===== config.mk =====
export PLATFORM = sky130hd
export DESIGN_NAME = qio_flash_read
export DESIGN_NICKNAME = d
export VERILOG_FILES = /design/src/rtl/qio_pkg.sv /design/src/rtl/qio_ctrl.sv /design/src/rtl/qio_datapath.sv /design/src/rtl/qio_flash_read.sv
export SDC_FILE = /design/constraint.sdc
export NUM_CORES = 1
export LEC_CHECK = 0
export ABC_AREA = 1
export BUFFER_PORTS_ARGS = -buffer_cell sky130_fd_sc_hd__buf_2
export CORE_UTILIZATION = 45
export DETAILED_ROUTE_END_ITERATION = 8
export SETUP_SLACK_MARGIN = 0.02
export SLEW_MARGIN = 20
export SYNTH_ARGS = -nofsm -noshare
export SYNTH_HDL_FRONTEND = slang
export SYNTH_SLANG_ARGS = --single-unit

===== constraint.sdc =====
create_clock -name clk -period 2.3 [get_ports clk]
set_input_delay 0.575 -clock clk [delete_from_list [all_inputs] [get_ports clk]]
set_output_delay 0.575 -clock clk [all_outputs]
set_load 0.03 [all_outputs]

===== src/rtl/qio_pkg.sv =====
package qio_pkg;

  typedef enum logic [2:0] {
    ST_CMD,
    ST_QADDR,
    ST_MODE,
    ST_DUMMY,
    ST_QDATA,
    ST_SADDR,
    ST_SWAIT,
    ST_SDATA
  } qioState_t;

  localparam logic [2:0] ST_STAT_CODE = 3'd0;

  // strobes from the control FSM to the datapath
  typedef struct packed {
    logic shiftCmd;
    logic shift1;
    logic shift4;
    logic reqFirst;
    logic loadMem;
    logic loadStatus;
    logic shiftTx;
    logic traceCmd;
    logic traceAddr;
    logic traceMode;
    logic oeOff;
    logic oeSingle;
    logic oeQuad;
  } qioCtl_t;

endpackage


===== src/rtl/qio_ctrl.sv =====
module qio_ctrl
  import qio_pkg::*;
#(
  parameter int ADDR_W     = 24,
  parameter int MODE_CLKS  = 2,
  parameter int DUMMY_CLKS = 4,
  parameter logic [7:0] OP_QUAD   = 8'hEB,
  parameter logic [7:0] OP_SINGLE = 8'h03,
  parameter logic [7:0] OP_STATUS = 8'h05
) (
  input  logic       clk,
  input  logic       rstN,
  input  logic       csN,
  input  logic [7:0] cmdNext,
  output qioCtl_t    ctl
);

  localparam int QADDR_CLKS = ADDR_W / 4;
  localparam int MAX_A = (ADDR_W > 8) ? ADDR_W : 8;
  localparam int MAX_B = (MODE_CLKS > DUMMY_CLKS) ? MODE_CLKS : DUMMY_CLKS;
  localparam int MAX_C = (MAX_A > MAX_B) ? MAX_A : MAX_B;
  localparam int CNT_W = $clog2(MAX_C + 1);

  qioState_t state, nextState;
  logic [CNT_W-1:0] cnt, nextCnt;
  logic inStatus, nextInStatus;

  always_comb begin
    ctl          = '0;
    nextState    = state;
    nextCnt      = cnt + CNT_W'(1);
    nextInStatus = inStatus;
    if (csN) begin
      ctl.oeOff    = 1'b1;
      nextState    = ST_CMD;
      nextCnt      = '0;
      nextInStatus = 1'b0;
    end else begin
      unique case (state)
        ST_CMD: begin
          ctl.shiftCmd = 1'b1;
          if (cnt == CNT_W'(7)) begin
            ctl.traceCmd = 1'b1;
            nextCnt = '0;
            if (cmdNext == OP_QUAD) begin
              nextState = ST_QADDR;
            end else if (cmdNext == OP_SINGLE) begin
              nextState = ST_SADDR;
            end else if (cmdNext == OP_STATUS) begin
              nextState      = ST_SDATA;
              nextInStatus   = 1'b1;
              ctl.loadStatus = 1'b1;
              ctl.oeSingle   = 1'b1;
            end
          end
        end
        ST_QADDR: begin
          ctl.shift4 = 1'b1;
          if (cnt == CNT_W'(QADDR_CLKS - 1)) begin
            ctl.reqFirst  = 1'b1;
            ctl.traceAddr = 1'b1;
            nextState = ST_MODE;
            nextCnt   = '0;
          end
        end
        ST_MODE: begin
          if (cnt == CNT_W'(MODE_CLKS - 1)) begin
            ctl.traceMode = 1'b1;
            nextState = ST_DUMMY;
            nextCnt   = '0;
          end
        end
        ST_DUMMY: begin
          if (cnt == CNT_W'(DUMMY_CLKS - 1)) begin
            ctl.loadMem = 1'b1;
            ctl.oeQuad  = 1'b1;
            nextState = ST_QDATA;
            nextCnt   = '0;
          end
        end
        ST_QDATA: begin
          if (cnt == CNT_W'(1)) begin
            ctl.loadMem = 1'b1;
            nextCnt = '0;
          end else begin
            ctl.shiftTx = 1'b1;
          end
        end
        ST_SADDR: begin
          ctl.shift1 = 1'b1;
          if (cnt == CNT_W'(ADDR_W - 1)) begin
            ctl.reqFirst = 1'b1;
            nextState = ST_SWAIT;
            nextCnt   = '0;
          end
        end
        ST_SWAIT: begin
          if (cnt == CNT_W'(1)) begin
            ctl.loadMem  = 1'b1;
            ctl.oeSingle = 1'b1;
            nextState = ST_SDATA;
            nextCnt   = '0;
          end
        end
        ST_SDATA: begin
          if (cnt == CNT_W'(7)) begin
            ctl.loadMem    = !inStatus;
            ctl.loadStatus = inStatus;
            nextCnt = '0;
          end else begin
            ctl.shiftTx = 1'b1;
          end
        end
        default: begin
          nextState = ST_CMD;
          nextCnt   = '0;
        end
      endcase
    end
  end

  always_ff @(posedge clk) begin
    if (!rstN) begin
      state    <= ST_CMD;
      cnt      <= '0;
      inStatus <= 1'b0;
    end else begin
      state    <= nextState;
      cnt      <= nextCnt;
      inStatus <= nextInStatus;
    end
  end


  cs_return_chk: assert property (@(posedge clk) disable iff (!rstN)
    csN |=> (state == ST_CMD && cnt == '0));


  qdata_cnt_chk: assert property (@(posedge clk) disable iff (!rstN)
    (state == ST_QDATA) |-> (cnt <= CNT_W'(1)));


  decode_quad_chk: assert property (@(posedge clk) disable iff (!rstN)
    (state == ST_CMD && !csN && cnt == CNT_W'(7) && cmdNext == OP_QUAD) |=> (state == ST_QADDR));


  unknown_stay_chk: assert property (@(posedge clk) disable iff (!rstN)
    (state == ST_CMD && !csN && cnt == CNT_W'(7) && cmdNext != OP_QUAD &&
     cmdNext != OP_SINGLE && cmdNext != OP_STATUS) |=> (state == ST_CMD && cnt == '0));

endmodule


===== src/rtl/qio_datapath.sv =====
module qio_datapath
  import qio_pkg::*;
#(
  parameter int ADDR_W = 24,
  parameter logic [7:0] STATUS_BYTE = 8'h9C,
  parameter logic [7:0] TRACE_ADDR  = 8'hD2,
  parameter logic [7:0] TRACE_MODE  = 8'hD3
) (
  input  logic              clk,
  input  logic              rstN,
  input  logic              csN,
  input  logic [3:0]        ioIn,
  input  qioCtl_t           ctl,
  input  logic [7:0]        memData,
  output logic [3:0]        ioOut,
  output logic [3:0]        ioOe,
  output logic              memRe,
  output logic [ADDR_W-1:0] memAddr,
  output logic              traceValid,
  output logic [7:0]        traceByte,
  output logic [7:0]        cmdNext
);

  logic [7:0]        cmdShift;
  logic [ADDR_W-1:0] addrReg;
  logic [ADDR_W-1:0] fullAddr1, fullAddr4;
  logic [7:0]        txReg;
  logic              quadMode;
  logic [3:0]        oeReg;

  assign cmdNext   = {cmdShift[6:0], ioIn[0]};
  assign fullAddr1 = {addrReg[ADDR_W-2:0], ioIn[0]};
  assign fullAddr4 = {addrReg[ADDR_W-5:0], ioIn};

  always_ff @(posedge clk) begin
    if (!rstN) begin
      cmdShift   <= '0;
      addrReg    <= '0;
      memAddr    <= '0;
      memRe      <= 1'b0;
      txReg      <= '0;
      quadMode   <= 1'b0;
      oeReg      <= '0;
      traceValid <= 1'b0;
      traceByte  <= '0;
    end else begin
      if (ctl.shiftCmd) cmdShift <= cmdNext;
      if (ctl.shift1) addrReg <= fullAddr1;
      else if (ctl.shift4) addrReg <= fullAddr4;

      memRe <= ctl.reqFirst | ctl.loadMem;
      if (ctl.reqFirst) memAddr <= ctl.shift4 ? fullAddr4 : fullAddr1;
      else if (ctl.loadMem) memAddr <= memAddr + ADDR_W'(1);

      if (ctl.loadMem) txReg <= memData;
      else if (ctl.loadStatus) txReg <= STATUS_BYTE;
      else if (ctl.shiftTx) txReg <= quadMode ? {txReg[3:0], 4'h0} : {txReg[6:0], 1'b0};

      if (ctl.oeOff) begin
        oeReg <= 4'b0000;
      end else if (ctl.oeQuad) begin
        oeReg    <= 4'b1111;
        quadMode <= 1'b1;
      end else if (ctl.oeSingle) begin
        oeReg    <= 4'b0010;
        quadMode <= 1'b0;
      end

      traceValid <= ctl.traceCmd | ctl.traceAddr | ctl.traceMode;
      if (ctl.traceCmd) traceByte <= cmdNext;
      else if (ctl.traceAddr) traceByte <= TRACE_ADDR;
      else if (ctl.traceMode) traceByte <= TRACE_MODE;
    end
  end

  assign ioOe  = oeReg;
  assign ioOut = quadMode ? txReg[7:4] : {2'b00, txReg[7], 1'b0};


  oe_drop_chk: assert property (@(posedge clk) disable iff (!rstN)
    csN |=> (ioOe == 4'b0000 && !memRe));


  mem_pulse_chk: assert property (@(posedge clk) disable iff (!rstN)
    memRe |=> !memRe);


  trace_pulse_chk: assert property (@(posedge clk) disable iff (!rstN)
    traceValid |=> !traceValid);


  quad_oe_chk: assert property (@(posedge clk) disable iff (!rstN)
    $rose(ioOe[3]) |-> (ioOe == 4'b1111 && $past(traceByte) == TRACE_MODE));

endmodule


===== src/rtl/qio_flash_read.sv =====
module qio_flash_read
  import qio_pkg::*;
#(
  parameter int ADDR_W     = 24,
  parameter int MODE_CLKS  = 2,
  parameter int DUMMY_CLKS = 4,
  parameter logic [7:0] STATUS_BYTE = 8'h9C
) (
  input  logic              clk,
  input  logic              rstN,
  input  logic              csN,
  input  logic [3:0]        ioIn,
  output logic [3:0]        ioOut,
  output logic [3:0]        ioOe,
  output logic              memRe,
  output logic [ADDR_W-1:0] memAddr,
  input  logic [7:0]        memData,
  output logic              traceValid,
  output logic [7:0]        traceByte
);

  qioCtl_t    ctl;
  logic [7:0] cmdNext;

  qio_ctrl #(
    .ADDR_W(ADDR_W), .MODE_CLKS(MODE_CLKS), .DUMMY_CLKS(DUMMY_CLKS)
  ) i_ctrl (
    .clk(clk), .rstN(rstN), .csN(csN), .cmdNext(cmdNext), .ctl(ctl)
  );

  qio_datapath #(
    .ADDR_W(ADDR_W), .STATUS_BYTE(STATUS_BYTE)
  ) i_dp (
    .clk(clk), .rstN(rstN), .csN(csN), .ioIn(ioIn), .ctl(ctl),
    .memData(memData), .ioOut(ioOut), .ioOe(ioOe), .memRe(memRe),
    .memAddr(memAddr), .traceValid(traceValid), .traceByte(traceByte),
    .cmdNext(cmdNext)
  );

endmodule


Yosys cells after proc, flatten, opt, wreduce, memory -nomap -nowiden
Cells that the tools add are included.
Storage, ports and cells
  register bits: 86
  bits of input ports: 15
  output and inout port bits: 42
  logic and storage cells: 119
Cells by class
  add/subtract/negate cells: 2
  equal/unequal tests: 22
  mux-type cells: 60
  bitwise gates (word level): 7
  reductions and logical operators: 16
Operators with widths (number)
  2-to-1 mux 24 bit: 3
  2-to-1 mux 8 bit: 7
  2-to-1 mux 23 bit: 2
  2-to-1 mux 3 bit: 9
  2-to-1 mux 5 bit: 5
  case mux 5 bit (5 select lines): 1
  adder 24 x 1 -> 24 bit, second input constant: 1
  2-to-1 mux 1 bit: 21
  case mux 3 bit (6 select lines): 1
  == test 3 bit, second input constant: 4
  2-to-1 mux 4 bit: 3
  inequality test 2 x 1 -> 1 bit, second input constant: 6
  == test 5 x 3 -> 1 bit, second input constant: 2
  2-to-1 mux 10 bit: 1
  == test 8 x 2 -> 1 bit, second input constant: 1
  == test 8 x 3 -> 1 bit, second input constant: 1
  == test 8 bit, second input constant: 1
  case mux 1 bit (2 select lines): 4
  AND reduction 8 bit: 1
  OR reduction 2 bit: 4
  == test 3 x 2 -> 1 bit, second input constant: 2
  nonzero test 2 bit: 3
  nonzero test 3 bit: 2
  nonzero test 6 bit: 1
  15 further kinds: 21

Depth between registers and ports, before layout
  word-level depth: 10
  mapped depth: 14
  gate-level depth less buffers: 14

By module
From an unflattened synthesis, not the netlist that was laid out.
Second synthesis, totals
  cell total of the unflattened synthesis: 703
  area total of the unflattened synthesis: 4685.7 sq um
Modules (own cells, without submodules)
  qio_datapath: times used 1, cells each 555, area an instance 3839.9 sq um, seq. area each 1501.4 sq um
  qio_ctrl: times used 1, cells each 148, area an instance 845.8 sq um, seq. area each 180.2 sq um

Worst setup path after synthesis
No wires, ideal clock.
  path kind: register to output
  start point: reg i_dp.quadMode
  end point: out ioOut[1]
  arrival: 1.310 ns
  data required time: 1.725 ns
  setup slack: 0.415 ns
  cell stages (with the launch flop): 5
  path buffers: 2
  cell sequence: dfxtp_1 -> clkbuf_1 -> clkbuf_1 -> nor2_1 -> a21oi_1
Between the ends
  cells in the longest elaborated chain, start to end: 1
RTL lines
  start, declared: RTL line qio_datapath.sv:28  | logic quadMode;
  start signal, assigned: RTL line qio_datapath.sv:42  | quadMode <= 1'b0;
  start signal, assigned: RTL line qio_datapath.sv:63  | quadMode <= 1'b1;
  start signal, assigned: RTL line qio_datapath.sv:66  | quadMode <= 1'b0;
  2-to-1 mux 4 bit: RTL line qio_datapath.sv:77  | assign ioOut = quadMode ? txReg[7:4] : {2'b00, txReg[7], 1'b0};
  end, declared: RTL line qio_flash_read.sv:13  | output logic [3:0] ioOut,
Every way passes these cells.

Worst setup path in the final report
  start point: reg i_ctrl.cnt[0]
  end point: reg i_dp.txReg[5]
Between the ends
  cells in the longest elaborated chain, start to end: 6
  elaborated cells between the ends (all ways): 16
RTL lines
  start, declared: RTL line qio_ctrl.sv:25  | logic [CNT_W-1:0] cnt, nextCnt;
  start signal, assigned: RTL line qio_ctrl.sv:129  | cnt <= nextCnt;
  == test 5 x 3 -> 1 bit: RTL line qio_ctrl.sv:42, qio_ctrl.sv:106
  2-to-1 mux 2 bit or 2-to-1 mux 1 bit (tied branches): RTL line qio_ctrl.sv:106, qio_ctrl.sv:42
  case mux 1 bit (2 select lines): RTL line qio_ctrl.sv:39  | unique case (state)
  2-to-1 mux 10 bit *: RTL line qio_ctrl.sv:33  | if (csN) begin
  2-to-1 mux 8 bit: RTL line qio_datapath.sv:56  | else if (ctl.loadStatus) txReg <= STATUS_BYTE;
  2-to-1 mux 8 bit: RTL line qio_datapath.sv:55  | if (ctl.loadMem) txReg <= memData;
  end signal, assigned: RTL line qio_datapath.sv:55
  end signal, assigned: RTL line qio_datapath.sv:57  | else if (ctl.shiftTx) txReg <= quadMode ? {txReg[3:0], 4'h0} : {txReg[6:0], 1'b0};
  end, declared: RTL line qio_datapath.sv:27  | logic [7:0] txReg;
Every way passes the cells marked *; elsewhere a longest branch is shown, timed or not.
A chain may end at the register's enable or synchronous reset.

==> impl_results.md <==
- Yosys top cell area share: 34.6%
- Post-detailed-routing wire length: 13.3 mm
- Syn_nets: 791
- Comb pwr share: 3.9%
- Reg power frac: 52.2%
- Vias: 5023
- Die W: 106 um
- Crit end category: flop
- Max Cap Viol: 0
- Outcome: finished clean
- Max Transition Viols Final: 0
- WHS Endpoint: i_dp.traceByte[2]
- Post-DR wirelength/cell: 13.9 um
- Clock sink total: 84
- RSZ-0062 raised after global routing: no
- Pint: 2.20 mW
- CP max-delay cell: dfxtp_1
- Vias in the first global route: 4449
- Count leader, synth: nand2_1
- Hold depth: 2
- Clock period minus worst slack: 2.10 ns
- # rows: 37
- Skew final: 0.00910 ns
- Initial antenna violation count: 0
- Worst-margin pin slew: 0.555 ns
- Clock slew at reported path FFs: 0.08 ns
- Core area: 10400 um2
- Synth unique cells: 38
- Crit path depth: 11
- Largest net degree at the start of global routing: 52
- # port buffers: 56
- Sw Pwr: 0.631 mW
- Dpl cell area: 5280 um2
- Remaining Overflow, GRT: 0
- Die height: 106 um
- FF-to-FF Start: i_ctrl.cnt[0]
- Setup violations, final: 0
- Synthesized area: 4860 um2
- Final Hold Viols: 0
- Pwr dens: 511 nW/um2
- R2r setup slk: 0.20 ns
- Synth Register Bits: 84
- CTS tree: yes
- Global-route wire length before repair: 22.0 mm
- Crit-path leading delay family: simple AND/OR/NAND/NOR gates
- Seq/Total Area, Yosys: 34.6%
- Max incr delay on CP: 0.39 ns
- Final ANT Viol Nets: 0
- Hold buffers post-CTS: 0
- Worst Setup Start Kind: flop
- Sw frac: 22.3%
- Post-route DRC violation count: 0
- Mapped Avg Cell Area: 6.33 um2
- Ports: 57
- Maximum vdd drop: 0.339 mV
- Critical path, cell by cell: ha_1 -> nand2_1 -> nor3_2 -> nand3_1 -> nand2_1 -> nand2_1 -> buf_4 -> nand3_1 -> nand2_1 -> nor2_1 -> nor2_1
- CTS Buf Count: 9
- Root Driver: clkbuf_8
- Core Util, Final: 53.2%
- Full die area: 11200 um2
- Clk Latency, worst-skew pair: 0.37 ns
- Clock Tree Buf Depth: 2
- Leakage: 2.67 nW
- Area contributors post-synth: dfxtp_1, nand2_1, nor2_1
- CTS HTree Levels: 3
- GRT Util Overall: 24.7%
- Final cell count without fillers: 958
- CP bufs+invs: 1
- Critical path class: reg -> reg
- # fillers: 1091
- Post-DP HPWL: 9.78 mm
- Starting density of the core: 46.7%
- R2R depth: 11
- Ant diodes: 0
- Nets: 840
- Number of synthesized flops with an enable pin: 0
- Worst Path Arrival: 2.37 ns
- Initial drt markers: 280
- Via density: 5.24
- Final setup TNS: 0 ns
- Most frequent CP cell: nand2_1
- Commonest cells post-synth: nand2_1, nor2_1, dfxtp_1
- Placed Instances: 942
- Worst hold path type: reg -> reg
- Yosys Warn Count: 0
- Final period util: 91.5%
- Share of layout cells above drive strength 1: 13.0%
- Final Wtd Congestion: 0.973
- Rel. slew slack: 62.9%
- CP Max Fanout: 12
- FMAX: 0.475 GHz
- Worst Path Required: 2.57 ns
- Leading area contributor after synthesis: dfxtp_1
- Design area: 5540 um2
- Post-CTS Setup Bufs: 0
- Hold path start: i_dp.traceByte[2]
- Router iterations before antenna repair: 4
- Ys flop type: dfxtp_1
- FF-to-FF End: i_dp.txReg[5]
- Clk pwr share: 43.9%
- Gate count of the mapped netlist: 768
- Total power: 2.83 mW
- Ys async rst share: 0%
- Area Growth Syn to Fin: 13.8%
## layer usage
layer / up-vias / global-route usage (%) / share of wire [%]
li1: 2591 / - / -
met1: 2262 / 36.2 / 49
met2: 155 / 35.9 / 43
met3: 15 / 3.99 / 6.5
met4: 0 / 9.72 / 1.5
met5: - / 0 / 0
## final cells by class
| cell class | count | area, um2 | area share, % |
|---|---|---|---|
| clock inverters | 3 | 67.6 | 1.22 |
| flip-flops and latches | 84 | 1680 | 30.4 |
| inverters | 88 | 330 | 5.96 |
| multi-input cells | 561 | 2700 | 48.7 |
| well taps | 136 | 170 | 3.07 |
| repair buffers | 73 | 420 | 7.59 |
| clock buffers | 13 | 169 | 3.05 |
## worst register-to-register path, delay by kind of cell, from the launching register on
kind | cells | cell delay (ns)
buffers and inverters | 1 | 0.19
adders and majority gates | 1 | 0.23
and+or+nand+nor | 9 | 1.19
DFF | 1 | 0.39
## metrics by stage
stage | hold WS [ns] | setup WS [ns]
2_1_floorplan | 0.433 | 0.415
3_3_place_gp | 0.445 | 0.162
3_5_place_dp | 0.455 | 0.0490
4_1_cts | 0.453 | 0.0486
5_1_grt | 0.475 | 0.0217
6_report | 0.464 | 0.195
## cells by family (layout without fill, tap and decap cells)
group,count (synthesis),count (layout),share of synthesized area [%]
mux,1,1,0.231
compound gates,126,126,14.9
xor+xnor,7,7,1.26
simple gates,419,419,36.5
fa+ha+maj,8,8,2.06
flops,84,84,34.6
buf+inv,123,177,10.4
## worst max path at each step
stage	slack [ns]	start	to
after floorplan	0.42	i_dp.quadMode	ioOut[1]
after global placement	0.16	i_ctrl.state[0]	i_dp.memAddr[10]
after detailed placement	0.05	i_ctrl.state[1]	i_dp.memAddr[10]
after CTS	0.05	i_ctrl.state[1]	i_dp.memAddr[10]
after global routing	0.02	i_ctrl.state[0]	i_dp.memAddr[2]
final	0.20	i_ctrl.cnt[0]	i_dp.txReg[5]
## power groups by stage
stage	Combinational (mW)	Clock [mW]	Sequential [mW]
after floorplan	0.0676	0	1.51
after global placement	0.108	0	1.51
after detailed placement	0.108	0	1.51
after CTS	0.108	1.28	1.48
after global routing	0.122	1.33	1.48
final	0.110	1.24	1.48
## cells in the final DEF, fill, tap and decap left out, types with 2 or more instances in the layout
cell and n:
nand2_1 198, nor2_1 104, dfxtp_1 84, inv_1 83
nand3_1 77, buf_2 56, a21oi_1 41, o21ai_0 33
o211ai_1 21, o21ai_1 18, buf_4 16, nand4_1 14
clkbuf_8 12, nor3_1 9, ha_1 7, inv_2 5
xor2_1 5, a31oi_1 5, nor3_2 3, nor2_2 2
o221ai_1 2, a211oi_1 2, nand3b_1 2, xnor2_1 2
or2_2 2, bufinv_16 2
## flip-flops by register name (all words and copies together) (netlist names)
name	count
i_dp.cmdShift	7
i_dp.memRe	1
i_ctrl.inStatus	1
i_ctrl.cnt	5
i_dp.traceByte	8
i_dp.memAddr	24
i_dp.ioOe	2
i_dp.quadMode	1
i_ctrl.state	3
i_dp.txReg	8
i_dp.traceValid	1
i_dp.addrReg	23
## what timing repair did
action                                  4_1_cts  5_1_grt
endpoints found under the setup margin        0       30
gates resized for setup                       0        5
hold endpoints to repair                      0        0
Note: power is estimated with default switching activity, not from simulation.
